File: src/rtl/gpio_pkg.sv
package gpio_pkg;

  localparam int unsigned WORD_W  = 32;
  localparam int unsigned HALF_W  = WORD_W / 2;
  localparam int unsigned CFG_W   = 2 * WORD_W;
  localparam int unsigned REG_CNT = 8;

  // Word index (byte offset / 4) of each register.
  typedef enum logic [2:0] {
    IDX_DATA   = 3'd0,
    IDX_DIR    = 3'd1,
    IDX_PAD    = 3'd2,
    IDX_CFG_LO = 3'd3,
    IDX_CFG_HI = 3'd4,
    IDX_MASK   = 3'd5,
    IDX_STAT   = 3'd6,
    IDX_EDGE   = 3'd7
  } reg_idx_e;

  // Per-pin event mode code.
  typedef enum logic [1:0] {
    MODE_LOW  = 2'b00,
    MODE_HIGH = 2'b01,
    MODE_RISE = 2'b10,
    MODE_FALL = 2'b11
  } pin_mode_e;

endpackage

File: src/rtl/gpio_evt_detect.sv
module gpio_evt_detect
  import gpio_pkg::*;
#(
  parameter int unsigned PINS = WORD_W
) (
  input  logic              clk,
  input  logic              rst_n,
  input  logic [PINS-1:0]   pin_in,
  input  logic [PINS-1:0]   dir_i,
  input  logic [2*PINS-1:0] cfg_i,
  input  logic [PINS-1:0]   edge_i,
  output logic [PINS-1:0]   pad_o,
  output logic [PINS-1:0]   evt_o
);

  logic [PINS-1:0] pad_q;
  logic [PINS-1:0] pad_prev_q;

  always_ff @(posedge clk or negedge rst_n) begin
    if (!rst_n) begin
      pad_q      <= '0;
      pad_prev_q <= '0;
    end else begin
      pad_prev_q <= pad_q;
      pad_q      <= pin_in;
    end
  end

  assign pad_o = pad_q;

  for (genvar gi = 0; gi < PINS; gi++) begin : g_pin
    logic [1:0] mode_w;
    logic       rise_w;
    logic       fall_w;
    logic       mode_hit;

    assign mode_w = cfg_i[2*gi +: 2];
    assign rise_w = pad_q[gi] & ~pad_prev_q[gi];
    assign fall_w = ~pad_q[gi] & pad_prev_q[gi];

    always_comb begin
      case (pin_mode_e'(mode_w))
        MODE_LOW:  mode_hit = ~pad_q[gi];
        MODE_HIGH: mode_hit = pad_q[gi];
        MODE_RISE: mode_hit = rise_w;
        MODE_FALL: mode_hit = fall_w;
        default:   mode_hit = 1'b0;
      endcase
    end

    assign evt_o[gi] = ~dir_i[gi] & (edge_i[gi] ? (rise_w | fall_w) : mode_hit);
  end


  input_only_chk: assert property (@(posedge clk) disable iff (!rst_n)
    (evt_o & dir_i) == '0);

endmodule

File: src/rtl/gpio_regfile.sv
module gpio_regfile
  import gpio_pkg::*;
#(
  parameter int unsigned ADDR_W       = 6,
  parameter bit          HAS_ANY_EDGE = 1'b1
) (
  input  logic              clk,
  input  logic              rst_n,
  input  logic              req_valid,
  input  logic              req_write,
  input  logic [ADDR_W-1:0] req_addr,
  input  logic [WORD_W-1:0] req_wdata,
  input  logic [WORD_W-1:0] pad_i,
  input  logic [WORD_W-1:0] evt_i,
  output logic [WORD_W-1:0] rsp_rdata,
  output logic              addr_err,
  output logic [WORD_W-1:0] dr_o,
  output logic [WORD_W-1:0] dir_o,
  output logic [CFG_W-1:0]  cfg_o,
  output logic [WORD_W-1:0] mask_o,
  output logic [WORD_W-1:0] isr_o,
  output logic [WORD_W-1:0] edge_o
);

  localparam int unsigned IDX_W = ADDR_W - 2;

  logic [IDX_W-1:0]   word_idx;
  logic               aligned;
  logic               high_zero;
  logic               in_map;
  logic               wr_ok;
  logic               rd_ok;
  reg_idx_e           sel;
  logic [REG_CNT-1:0] wr_hit;

  assign word_idx = req_addr[ADDR_W-1:2];
  assign aligned  = (req_addr[1:0] == 2'b00);
  assign sel      = reg_idx_e'(word_idx[2:0]);

  if (IDX_W > 3) begin : g_upper
    assign high_zero = ~|word_idx[IDX_W-1:3];
  end else begin : g_no_upper
    assign high_zero = 1'b1;
  end

  assign in_map   = aligned & high_zero;
  assign wr_ok    = req_valid & req_write & in_map;
  assign rd_ok    = req_valid & ~req_write & in_map;
  assign addr_err = req_valid & ~in_map;

  always_comb begin
    wr_hit      = '0;
    wr_hit[sel] = wr_ok;
  end

  // Register state and next-state
  logic [WORD_W-1:0] dr_q, dir_q, cfg_lo_q, cfg_hi_q, mask_q, isr_q, edge_q;
  logic [WORD_W-1:0] isr_d;
  logic [WORD_W-1:0] clr_bits;

  assign clr_bits = wr_hit[IDX_STAT] ? req_wdata : '0;
  assign isr_d    = (isr_q & ~clr_bits) | evt_i;

  always_ff @(posedge clk or negedge rst_n) begin
    if (!rst_n) begin
      dr_q     <= '0;
      dir_q    <= '0;
      cfg_lo_q <= '0;
      cfg_hi_q <= '0;
      mask_q   <= '0;
      isr_q    <= '0;
    end else begin
      if (wr_hit[IDX_DATA])   dr_q     <= req_wdata;
      if (wr_hit[IDX_DIR])    dir_q    <= req_wdata;
      if (wr_hit[IDX_CFG_LO]) cfg_lo_q <= req_wdata;
      if (wr_hit[IDX_CFG_HI]) cfg_hi_q <= req_wdata;
      if (wr_hit[IDX_MASK])   mask_q   <= req_wdata;
      isr_q <= isr_d;
    end
  end

  if (HAS_ANY_EDGE) begin : g_edge
    always_ff @(posedge clk or negedge rst_n) begin
      if (!rst_n)                edge_q <= '0;
      else if (wr_hit[IDX_EDGE]) edge_q <= req_wdata;
    end
  end else begin : g_no_edge
    assign edge_q = '0;
  end

  // Readback
  always_comb begin
    rsp_rdata = '0;
    if (rd_ok) begin
      case (sel)
        IDX_DATA:   rsp_rdata = (dr_q & dir_q) | (pad_i & ~dir_q);
        IDX_DIR:    rsp_rdata = dir_q;
        IDX_PAD:    rsp_rdata = pad_i & ~dir_q;
        IDX_CFG_LO: rsp_rdata = cfg_lo_q;
        IDX_CFG_HI: rsp_rdata = cfg_hi_q;
        IDX_MASK:   rsp_rdata = mask_q;
        IDX_STAT:   rsp_rdata = isr_q;
        IDX_EDGE:   rsp_rdata = edge_q;
        default:    rsp_rdata = '0;
      endcase
    end
  end

  assign dr_o   = dr_q;
  assign dir_o  = dir_q;
  assign cfg_o  = {cfg_hi_q, cfg_lo_q};
  assign mask_o = mask_q;
  assign isr_o  = isr_q;
  assign edge_o = edge_q;


  status_w1c_chk: assert property (@(posedge clk) disable iff (!rst_n)
    wr_hit[IDX_STAT] |=> ((isr_q & $past(req_wdata)) == ($past(evt_i) & $past(req_wdata))));


  status_sticky_chk: assert property (@(posedge clk) disable iff (!rst_n)
    !wr_hit[IDX_STAT] |=> ((isr_q & $past(isr_q)) == $past(isr_q)));


  pad_read_masked_chk: assert property (@(posedge clk) disable iff (!rst_n)
    (rd_ok && sel == IDX_PAD) |-> ((rsp_rdata & dir_q) == '0));


  unmapped_read_zero_chk: assert property (@(posedge clk) disable iff (!rst_n)
    addr_err |-> (rsp_rdata == '0));

  if (!HAS_ANY_EDGE) begin : g_edge_chk

    edge_absent_read_chk: assert property (@(posedge clk) disable iff (!rst_n)
      (req_valid && !req_write && req_addr == ADDR_W'(7 * 4)) |-> (rsp_rdata == '0));
  end

endmodule

File: src/rtl/gpio_irq_combine.sv
module gpio_irq_combine
  import gpio_pkg::*;
#(
  parameter bit SPLIT_IRQ = 1'b0
) (
  input  logic              clk,
  input  logic              rst_n,
  input  logic [WORD_W-1:0] isr_i,
  input  logic [WORD_W-1:0] mask_i,
  output logic              irq_lo_o,
  output logic              irq_hi_o
);

  logic [WORD_W-1:0] pending;
  assign pending = isr_i & mask_i;

  if (SPLIT_IRQ) begin : g_split
    assign irq_lo_o = |pending[HALF_W-1:0];
    assign irq_hi_o = |pending[WORD_W-1:HALF_W];


    irq_hi_source_chk: assert property (@(posedge clk) disable iff (!rst_n)
      irq_hi_o |-> (|isr_i[WORD_W-1:HALF_W]));
  end else begin : g_single
    assign irq_lo_o = |pending;
    assign irq_hi_o = 1'b0;
  end


  irq_needs_mask_chk: assert property (@(posedge clk) disable iff (!rst_n)
    (irq_lo_o || irq_hi_o) |-> (mask_i != '0));

endmodule

File: src/rtl/gpio_port_ctrl.sv
module gpio_port_ctrl
  import gpio_pkg::*;
#(
  parameter int unsigned ADDR_W       = 6,
  parameter bit          HAS_ANY_EDGE = 1'b1,
  parameter bit          SPLIT_IRQ    = 1'b0
) (
  input  logic              clk,
  input  logic              rst_n,
  input  logic              req_valid,
  input  logic              req_write,
  input  logic [ADDR_W-1:0] req_addr,
  input  logic [31:0]       req_wdata,
  output logic [31:0]       rsp_rdata,
  output logic              rsp_ready,
  output logic              addr_err,
  input  logic [31:0]       pin_in,
  output logic [31:0]       pin_out,
  output logic [31:0]       pin_oe,
  output logic              irq_lo,
  output logic              irq_hi
);

  logic [WORD_W-1:0] dr_w, dir_w, mask_w, isr_w, edge_w, pad_w, evt_w;
  logic [CFG_W-1:0]  cfg_w;

  gpio_regfile #(
    .ADDR_W      (ADDR_W),
    .HAS_ANY_EDGE(HAS_ANY_EDGE)
  ) regs_i (
    .clk      (clk),
    .rst_n    (rst_n),
    .req_valid(req_valid),
    .req_write(req_write),
    .req_addr (req_addr),
    .req_wdata(req_wdata),
    .pad_i    (pad_w),
    .evt_i    (evt_w),
    .rsp_rdata(rsp_rdata),
    .addr_err (addr_err),
    .dr_o     (dr_w),
    .dir_o    (dir_w),
    .cfg_o    (cfg_w),
    .mask_o   (mask_w),
    .isr_o    (isr_w),
    .edge_o   (edge_w)
  );

  gpio_evt_detect #(
    .PINS(WORD_W)
  ) evt_i (
    .clk   (clk),
    .rst_n (rst_n),
    .pin_in(pin_in),
    .dir_i (dir_w),
    .cfg_i (cfg_w),
    .edge_i(edge_w),
    .pad_o (pad_w),
    .evt_o (evt_w)
  );

  gpio_irq_combine #(
    .SPLIT_IRQ(SPLIT_IRQ)
  ) irq_i (
    .clk     (clk),
    .rst_n   (rst_n),
    .isr_i   (isr_w),
    .mask_i  (mask_w),
    .irq_lo_o(irq_lo),
    .irq_hi_o(irq_hi)
  );

  assign rsp_ready = 1'b1;
  assign pin_out   = dr_w;
  assign pin_oe    = dir_w;


  err_needs_access_chk: assert property (@(posedge clk) disable iff (!rst_n)
    addr_err |-> req_valid);


  oe_holds_without_write_chk: assert property (@(posedge clk) disable iff (!rst_n)
    !(req_valid && req_write && req_addr == ADDR_W'(4)) |=> $stable(pin_oe));

endmodule

File: config.mk
export PLATFORM = sky130hd
export DESIGN_NAME = gpio_port_ctrl
export DESIGN_NICKNAME = d
export VERILOG_FILES = /design/src/rtl/gpio_pkg.sv /design/src/rtl/gpio_evt_detect.sv /design/src/rtl/gpio_regfile.sv /design/src/rtl/gpio_irq_combine.sv /design/src/rtl/gpio_port_ctrl.sv
export SDC_FILE = /design/constraint.sdc
export NUM_CORES = 1
export LEC_CHECK = 0
export BUFFER_PORTS_ARGS = -buffer_cell sky130_fd_sc_hd__buf_4
export CELL_PAD_IN_SITES_DETAIL_PLACEMENT = 2
export CELL_PAD_IN_SITES_GLOBAL_PLACEMENT = 2
export CORE_ASPECT_RATIO = 0.5
export CORE_MARGIN = 10
export CORE_UTILIZATION = 33
export DETAILED_ROUTE_END_ITERATION = 10
export PLACE_DENSITY_LB_ADDON = 0.1
export SYNTH_ARGS = -nofsm -noshare
export SYNTH_HDL_FRONTEND = slang
export SYNTH_HIERARCHICAL = 1
export SYNTH_SLANG_ARGS = --single-unit
File: constraint.sdc
create_clock -name clk -period 2 [get_ports clk]
set_clock_uncertainty 0.2 [all_clocks]
set_input_delay 0.4 -clock clk [delete_from_list [all_inputs] [get_ports clk]]
set_output_delay 0.4 -clock clk [all_outputs]
set_load 0.05 [all_outputs]
==> summary.md, run 1 <==
| Metric | Value |
|---|---|
| Synthesized netlist net count | `1472` |
| Vias per cell | `between 5 and 6` |
| Failing checks | `setup timing` |
| Ranking of synthesized cells by area | `dfrtp_1 45%, mux2_2 12%, mux2i_1 5.7%` |
| Peak VDD IR | `0.5911 mV` |
| Antenna violations before repair | `2` |
| CTS tree | `built` |
| GRT Util Overall | `between 20% and 30%` |
| Area Growth Syn to Fin | `46.16%` |
| Chip Height | `175.0 um` |
| Final hold slack | `roughly 0.078 ns` |
| Largest area contributor in the netlist | `dfrtp_1` |
| Origin of the critical flop-to-flop path | `evt_i/pad_o[0]` |
| Via count | `around 13000` |
| Buf/Inv on CP | `1` |
| Initial drt markers | `655` |
| Number of synthesized flops with an enable pin | `0` |
| Core Region | `around 47000 um2` |
| Io pins | `174` |
| Crit path setup slack, layout | `-0.8151 ns` |
| Max cap viols | `0` |
| Max Clk Rate | `between 300 and 400 MHz` |
| HPWL after DPL | `around 48 mm` |
| Worst min-delay path class | `input port to asynchronous set/reset pin` |
| Share of cells above drive strength 1 | `48.40%` |
| Count of nets after finishing | `1953` |
| DIE AREA | `around 58000 um2` |
| Place WS | `-0.5704 ns` |
| Unrepaired setup endpoints after global routing | `yes` |
| Starting density of the core | `33.64%` |
| TritonRoute pass-1 iters | `4` |
| Fill cells | `4565` |
| Gr ovfl total | `0` |
| Die X | `330.1 um` |
| Clk sinks | `around 290` |
| Mapped cell area | `15860 um2` |
| Startpoint Class | `flop` |
| CTS Buf Count | `30` |
| Yosys reg bits | `288` |
| Critical path required time | `1.40 ns` |
| Clock root cell | `clkbuf_16` |
| Synth top area share | `45.43%` |
| Pwr dens | `702.0 nW/um2` |
| Final setup fails | `33` |
| Top_reg_cell synth | `dfrtp_1` |
| Row count | `56` |
| Clock latency on the worst-skew pair | `0.59 ns` |
| Fin. Hold Viols | `0` |
| Crit-path max cell delay | `0.59 ns` |
| Vias in the first global route | `around 15000` |
| First-pass GRT wire length | `99.68 mm` |
| Drt drc | `0` |
| Slack of the worst reg-to-reg path | `0.13 ns` |
| Worst-path clk slew | `around 0.070 ns` |
| Htree depth | `1` |
| Seq/Total Area, Yosys | `~45%` |
| Residual antenna-violating net count after detailed routing | `0` |
| Crit Path Category | `flop to output pin` |
| Slew Viols, Final | `0` |
| DP Area | `20950 um2` |
| Netlist cell types | `48` |
| Largest net degree at the start of global routing | `37` |
| Crit path DAT | `2.22 ns` |
| Placer congestion estimate | `0.8447` |
| CP endpoint kind | `output pin` |
| Port bufs | `171` |
| Total power | `16.28 mW` |
| Cell family with most CP delay | `simple AND/OR/NAND/NOR gates` |
| Pleak | `10.52 nW` |
| R2R depth | `7` |
| CP max stage cell | `or4_4` |
| Setup TNS | `-21.78 ns` |
| Synth warn | `6` |
| Share of flip-flops with an asynchronous set or reset | `100.0%` |
| Tmin final | `2.815 ns` |
| Synthesized netlist cell count | `between 1000 and 1500` |
| Worst-path cell chain | `a22oi_2 > nand4_1 > or4_4 > buf_6` |
| Final Cycle Share | `140.8%` |
| Overall routed net length | `66.06 mm` |
| Reg-to-reg endpoint | `regs_i/isr_o[0]` |
| Final Instance Area | `roughly 23000 um2` |
| Status | `finished with violations` |
| Max clock buf depth | `3` |
| Syn Area/Cell | `11.89 um2` |
| Wire per inst | `26.64 um` |
| Max FO, Critical Path | `2` |
worst max-delay path by stage:
| stage | startpoint | endpoint | slack (ns) | cells past startpoint |
|---|---|---|---|---|
| after detailed placement | req_addr[2] | rsp_rdata[22] | -0.57 | 8 |
| after CTS | regs_i/mask_o[12] | irq_lo | -0.83 | 5 |
| after global routing | regs_i/mask_o[12] | irq_lo | -0.86 | 5 |
| after floorplan | req_addr[5] | rsp_rdata[10] | -0.32 | 4 |
| after global placement | req_addr[2] | rsp_rdata[22] | -0.57 | 8 |
| final | regs_i/isr_o[0] | irq_lo | -0.82 | 4 |
cell usage after synthesis (all sizes together), types with 6 or more instances:
cell and count:
a211o 6, a211oi 32, a21o 32, a21oi 33, a221oi 32, a22o 32
a22oi 16, buf 45, clkbuf 27, dfrtp 288, ha 64, inv 97
mux2 224, mux2i 90, nand2 70, nand2b 26, nand4 6, nor2b 34
nor3 8, nor3b 6, nor4b 6, o21ai 6, o221ai 25, o22ai 32
or3 25, or3b 32, or4b 25
per-layer routing:
metal,global-route usage (%),wire length [um],share of wire (%)
met3,3.054,2036,3.1
met2,38.74,32560,49
met1,29.55,30230,46
met4,4.469,1225,1.9
met5,0,0,0
kinds of logic (layout without fill, tap and decap cells):
logic type	after synthesis	count (layout)	share of synthesized area, %
and+or+nand+nor	249	249	10.34
AOI/OAI and AO/OA	247	247	11.60
muxes	314	314	22.45
other	2	5	0.04734
buffers and inverters	169	674	5.024
DFF	288	288	45.43
adders and majority gates	64	64	5.048
xor gates and xnor gates	1	1	0.05522
state kept, by name (all words and copies together) (netlist names):
register          flops
regs_i/dr_o          32
evt_i/pad_prev_q     32
regs_i/mask_o        32
evt_i/pad_o          32
regs_i/dir_o         32
regs_i/isr_o         32
regs_i/edge_o        32
regs_i/cfg_hi_q      32
regs_i/cfg_lo_q      32
area by class of cell:
type / instances / area, um2 / area share [%]
inverter: 97 / 364.1 / 1.570
clock buffer: 49 / 933.4 / 4.026
tap: 638 / 798.3 / 3.443
sequential: 288 / 7266 / 31.34
timing repair buffer: 521 / 4790 / 20.66
antenna: 3 / 7.507 / 0.03238
multi-input combinational: 877 / 8990 / 38.77
clock inverter: 7 / 37.54 / 0.1619
worst reg2reg max path, delay by kind of cell (launching register included):
family,cells,cell delay [ns]
and+or+nand+nor,1,0.47
DFF,1,0.40
buffers and inverters,2,0.25
AOI/OAI and AO/OA,2,0.24
adders and majority gates,1,0.16
muxes,1,0.07
power by group:
group | switching (mW) | internal [mW]
Clock | 2.58 | 3.17
Combinational | 2.15 | 1.81
Sequential | 0.340 | 6.22
metrics by stage:
step,util (%),instances
after floorplan,-,1334
after global placement,44.43,2351
after detailed placement,44.43,2351
after CTS,48.83,2474
after global routing,49.16,2479
final,49.17,2480
layout by cell type (no fill, tap or decap), types with 4 or more instances in the layout:
cell type / Yosys / layout
a211o_1: 6 / 6
a211oi_4: 0 / 32
a21o_1: 32 / 32
a21oi_2: 0 / 26
a21oi_4: 0 / 6
a221oi_2: 0 / 13
a221oi_4: 0 / 19
a22o_1: 32 / 30
a22oi_1: 15 / 10
a22oi_2: 1 / 6
buf_12: 0 / 44
buf_4: 12 / 369
buf_6: 13 / 42
clkbuf_1: 27 / 9
clkbuf_16: 0 / 31
clkbuf_8: 0 / 9
clkinv_2: 0 / 6
dfrtp_1: 288 / 241
dfrtp_2: 0 / 47
dlygate4sd3_1: 0 / 65
ha_1: 64 / 64
inv_1: 97 / 96
mux2_1: 23 / 8
mux2_2: 164 / 161
mux2_4: 37 / 55
mux2i_1: 90 / 90
nand2_1: 70 / 70
nand2b_1: 26 / 25
nand4_1: 4 / 4
nor2b_1: 34 / 33
nor3_1: 6 / 6
nor3b_1: 6 / 6
nor4b_1: 6 / 6
o21ai_0: 6 / 6
o221ai_1: 25 / 25
o22ai_1: 32 / 31
or3_1: 25 / 25
or3b_1: 31 / 25
or3b_4: 0 / 7
or4b_1: 25 / 25
timing repair:
item,CTS,global route
pin swaps,45,37
endpoints found under the setup margin,33,37
setup buffers,6,4
hold endpoints to repair,451,0
gates resized for setup,91,23
hold buffers,65,0
Power figures use the tool's default switching activity.
==> run 2: changes to the inputs <==
--- a/config.mk
+++ b/config.mk
@@ -11,6 +11,7 @@
 export CORE_ASPECT_RATIO = 0.5
 export CORE_MARGIN = 10
 export CORE_UTILIZATION = 33
+export CTS_BUF_LIST = sky130_fd_sc_hd__clkbuf_4 sky130_fd_sc_hd__clkbuf_8 sky130_fd_sc_hd__clkbuf_16
 export DETAILED_ROUTE_END_ITERATION = 10
 export PLACE_DENSITY_LB_ADDON = 0.1
 export SYNTH_ARGS = -nofsm -noshare
==> summary.md, run 2 (synthesis results as in run 1) <==
| Metric | Value |
|---|---|
| CTS tree | `built` |
| Final Cycle Share | `139.8% (-0.96 points)` |
| Chip Height | `175.0 um (unchanged)` |
| Critical path required time | `1.40 ns (about the same)` |
| Io pins | `174 (unchanged)` |
| Clk sinks | `288 (unchanged)` |
| CTS Buf Count | `30 (unchanged)` |
| Largest net degree at the start of global routing | `37 (unchanged)` |
| Gr ovfl total | `0 (unchanged)` |
| Final setup fails | `33 (unchanged)` |
| Crit path DAT | `2.20 ns (-0.02 ns)` |
| Area Growth Syn to Fin | `46.26% (about the same)` |
| Dpl cells | `2351 (unchanged)` |
| Fin. Hold Viols | `0 (unchanged)` |
| TritonRoute pass-1 iters | `4 (unchanged)` |
| Most common cell after layout, fill and taps aside | `buf_4` |
| Fill cells | `4570 (+0.11%)` |
| Status | `finished with violations` |
| Slew Viols, Final | `0 (unchanged)` |
| Placer congestion estimate | `0.8447 (unchanged)` |
| Worst min-delay path class | `input port to asynchronous set/reset pin` |
| Overall routed net length | `65.87 mm (-0.28%)` |
| Final hold slack | `0.07894 ns (+0.0007481 ns)` |
| Max cap viols | `0 (unchanged)` |
| Starting density of the core | `33.64% (unchanged)` |
| Highest-count cells in the layout ignoring fill and taps | `370 x buf_4, 241 x dfrtp_1, 161 x mux2_2` |
| Core Region | `47160 um2 (unchanged)` |
| Post-route insts no fill | `2479 (-0.040%)` |
| Multi-input logic area | `8987 um2 (about the same)` |
| Unrepaired setup endpoints after global routing | `yes` |
| FF+latch area | `7266 um2 (unchanged)` |
| Die X | `330.1 um (unchanged)` |
| Htree depth | `1 (unchanged)` |
| Failing checks | `setup timing` |
| Peak VDD IR | `0.5914 mV (about the same)` |
| CP endpoint kind | `output pin` |
| Vias per cell | `5.307 (+0.18%)` |
| Crit Path Category | `flop to output pin` |
| Wire per inst | `26.57 um (-0.24%)` |
| Max clock buf depth | `3 (unchanged)` |
| Internal power | `11.32 mW (+1.1%)` |
| Crit path setup slack, layout | `-0.7959 ns (+0.01923 ns)` |
| DIE AREA | `57770 um2 (unchanged)` |
| Via count | `13157 (+0.14%)` |
| Port bufs | `171 (unchanged)` |
| Vias in the first global route | `15513 (+0.45%)` |
| Residual antenna-violating net count after detailed routing | `0 (unchanged)` |
| Clock power frac | `35.9% (+0.6 points)` |
| Max Clk Rate | `357.7 MHz (+0.69%)` |
| Pwr dens | `707.0 nW/um2 (+0.71%)` |
| Switching share of power | `30.97% (-0.19 points)` |
| Count of nets after finishing | `1952 (-0.051%)` |
| Antenna violations before repair | `2 (unchanged)` |
| HPWL after DPL | `47.74 mm (unchanged)` |
| Row count | `56 (unchanged)` |
| Worst-path clk slew | `0.07 ns (about the same)` |
| Max FO, Critical Path | `2 (unchanged)` |
| Setup TNS | `-21.66 ns (+0.1277 ns)` |
| Startpoint Class | `flop` |
| Place WS | `-0.5704 ns (unchanged)` |
| Initial drt markers | `615 (-6.1%)` |
| Clock root cell | `clkbuf_16` |
| Pleak | `10.55 nW (+0.22%)` |
| Sequential power share | `40.0% (-0.3 points)` |
| NetSw | `5.079 mW (+0.17%)` |
| Drt drc | `0 (unchanged)` |
| Share of cells above drive strength 1 | `48.80% (+0.41 points)` |
| GRT Util Overall | `22.44% (+0.046 points)` |
| First-pass GRT wire length | `99.87 mm (+0.19%)` |
| Comb power frac | `24.1% (-0.2 points)` |
| Tmin final | `2.796 ns (-0.01923 ns)` |
| Clock latency on the worst-skew pair | `0.59 ns (about the same)` |
-- run 2: cell count changes in the layout (fill, tap and decap cells not counted) --
cell / change
or3b_4: -1
or3b_1: +1
clkbuf_4: +9
buf_6: -2
buf_4: +1
clkbuf_1: -9
-- run 2: final cells by class --
class,instances,area share (%)
multi-input cells,877,38.73
flip-flops and latches,288,31.31
repair buffers,520,20.58
clock buffers,49,4.168
well taps,638,3.440
inverters,97,1.569
clock inverters,7,0.1618
diodes,3,0.03236
-- run 2: worst max-delay path: stages, from the launching register on --
cell and delay (ns):
dfrtp_1 0.44, a22oi_2 0.25, nand4_1 0.15, or4_4 0.59
buf_6 0.18
-- run 2: routing by layer --
layer	GRT usage (%)	vias up	part of all wire, %
li1	-	5836	-
met1	29.32	7023	45
met2	39.08	225	50
met3	3.324	73	3.5
met4	4.264	0	1.8
met5	0	-	0
-- run 2: repair_timing --
action                                  CTS  global route
endpoints found under the hold margin   451             0
setup buffers                             5             4
pin swaps                                45            38
hold buffers                             65             0
endpoints found under the setup margin   33            35
resized for setup                        91            20
-- run 2: path summary, 6_finish.rpt --
kind | cells past startpoint | endpoint | start | slack [ns]
hold reg to reg | 1 | evt_i/pad_prev_q[28] | evt_i/pad_o[28] | 0.31
setup / recovery | 4 | irq_lo | regs_i/isr_o[0] | -0.80
min in group clk | 2 | evt_i/pad_o[29] | pin_in[29] | 0.26
hold / removal | 2 | regs_i/dr_o[29] | rst_n | 0.08
max in group asynchronous | 4 | regs_i/dir_o[9] | rst_n | 0.76
setup reg to reg | 7 | regs_i/isr_o[22] | evt_i/pad_o[22] | 0.13
-- run 2: stage by stage --
stage / cell area (um2) / power, mW / utilization (%)
final: 23200 / 16.40 / 49.20
after global routing: 23200 / 17.12 / 49.20
after CTS: 23050 / 16.49 / 48.89
after detailed placement: 20950 / 10.30 / 44.43
after global placement: 20950 / 10.10 / 44.43
after floorplan: 16730 / 8.553 / -
-- run 2: power by group through the flow --
stage	registers [mW]	clock network, mW	logic, mW
floorplan	7.04	0	1.51
global placement	6.61	0	3.49
detailed placement	6.65	0	3.65
CTS	6.56	6.02	3.91
global route	6.61	6.29	4.22
finish	6.56	5.89	3.95
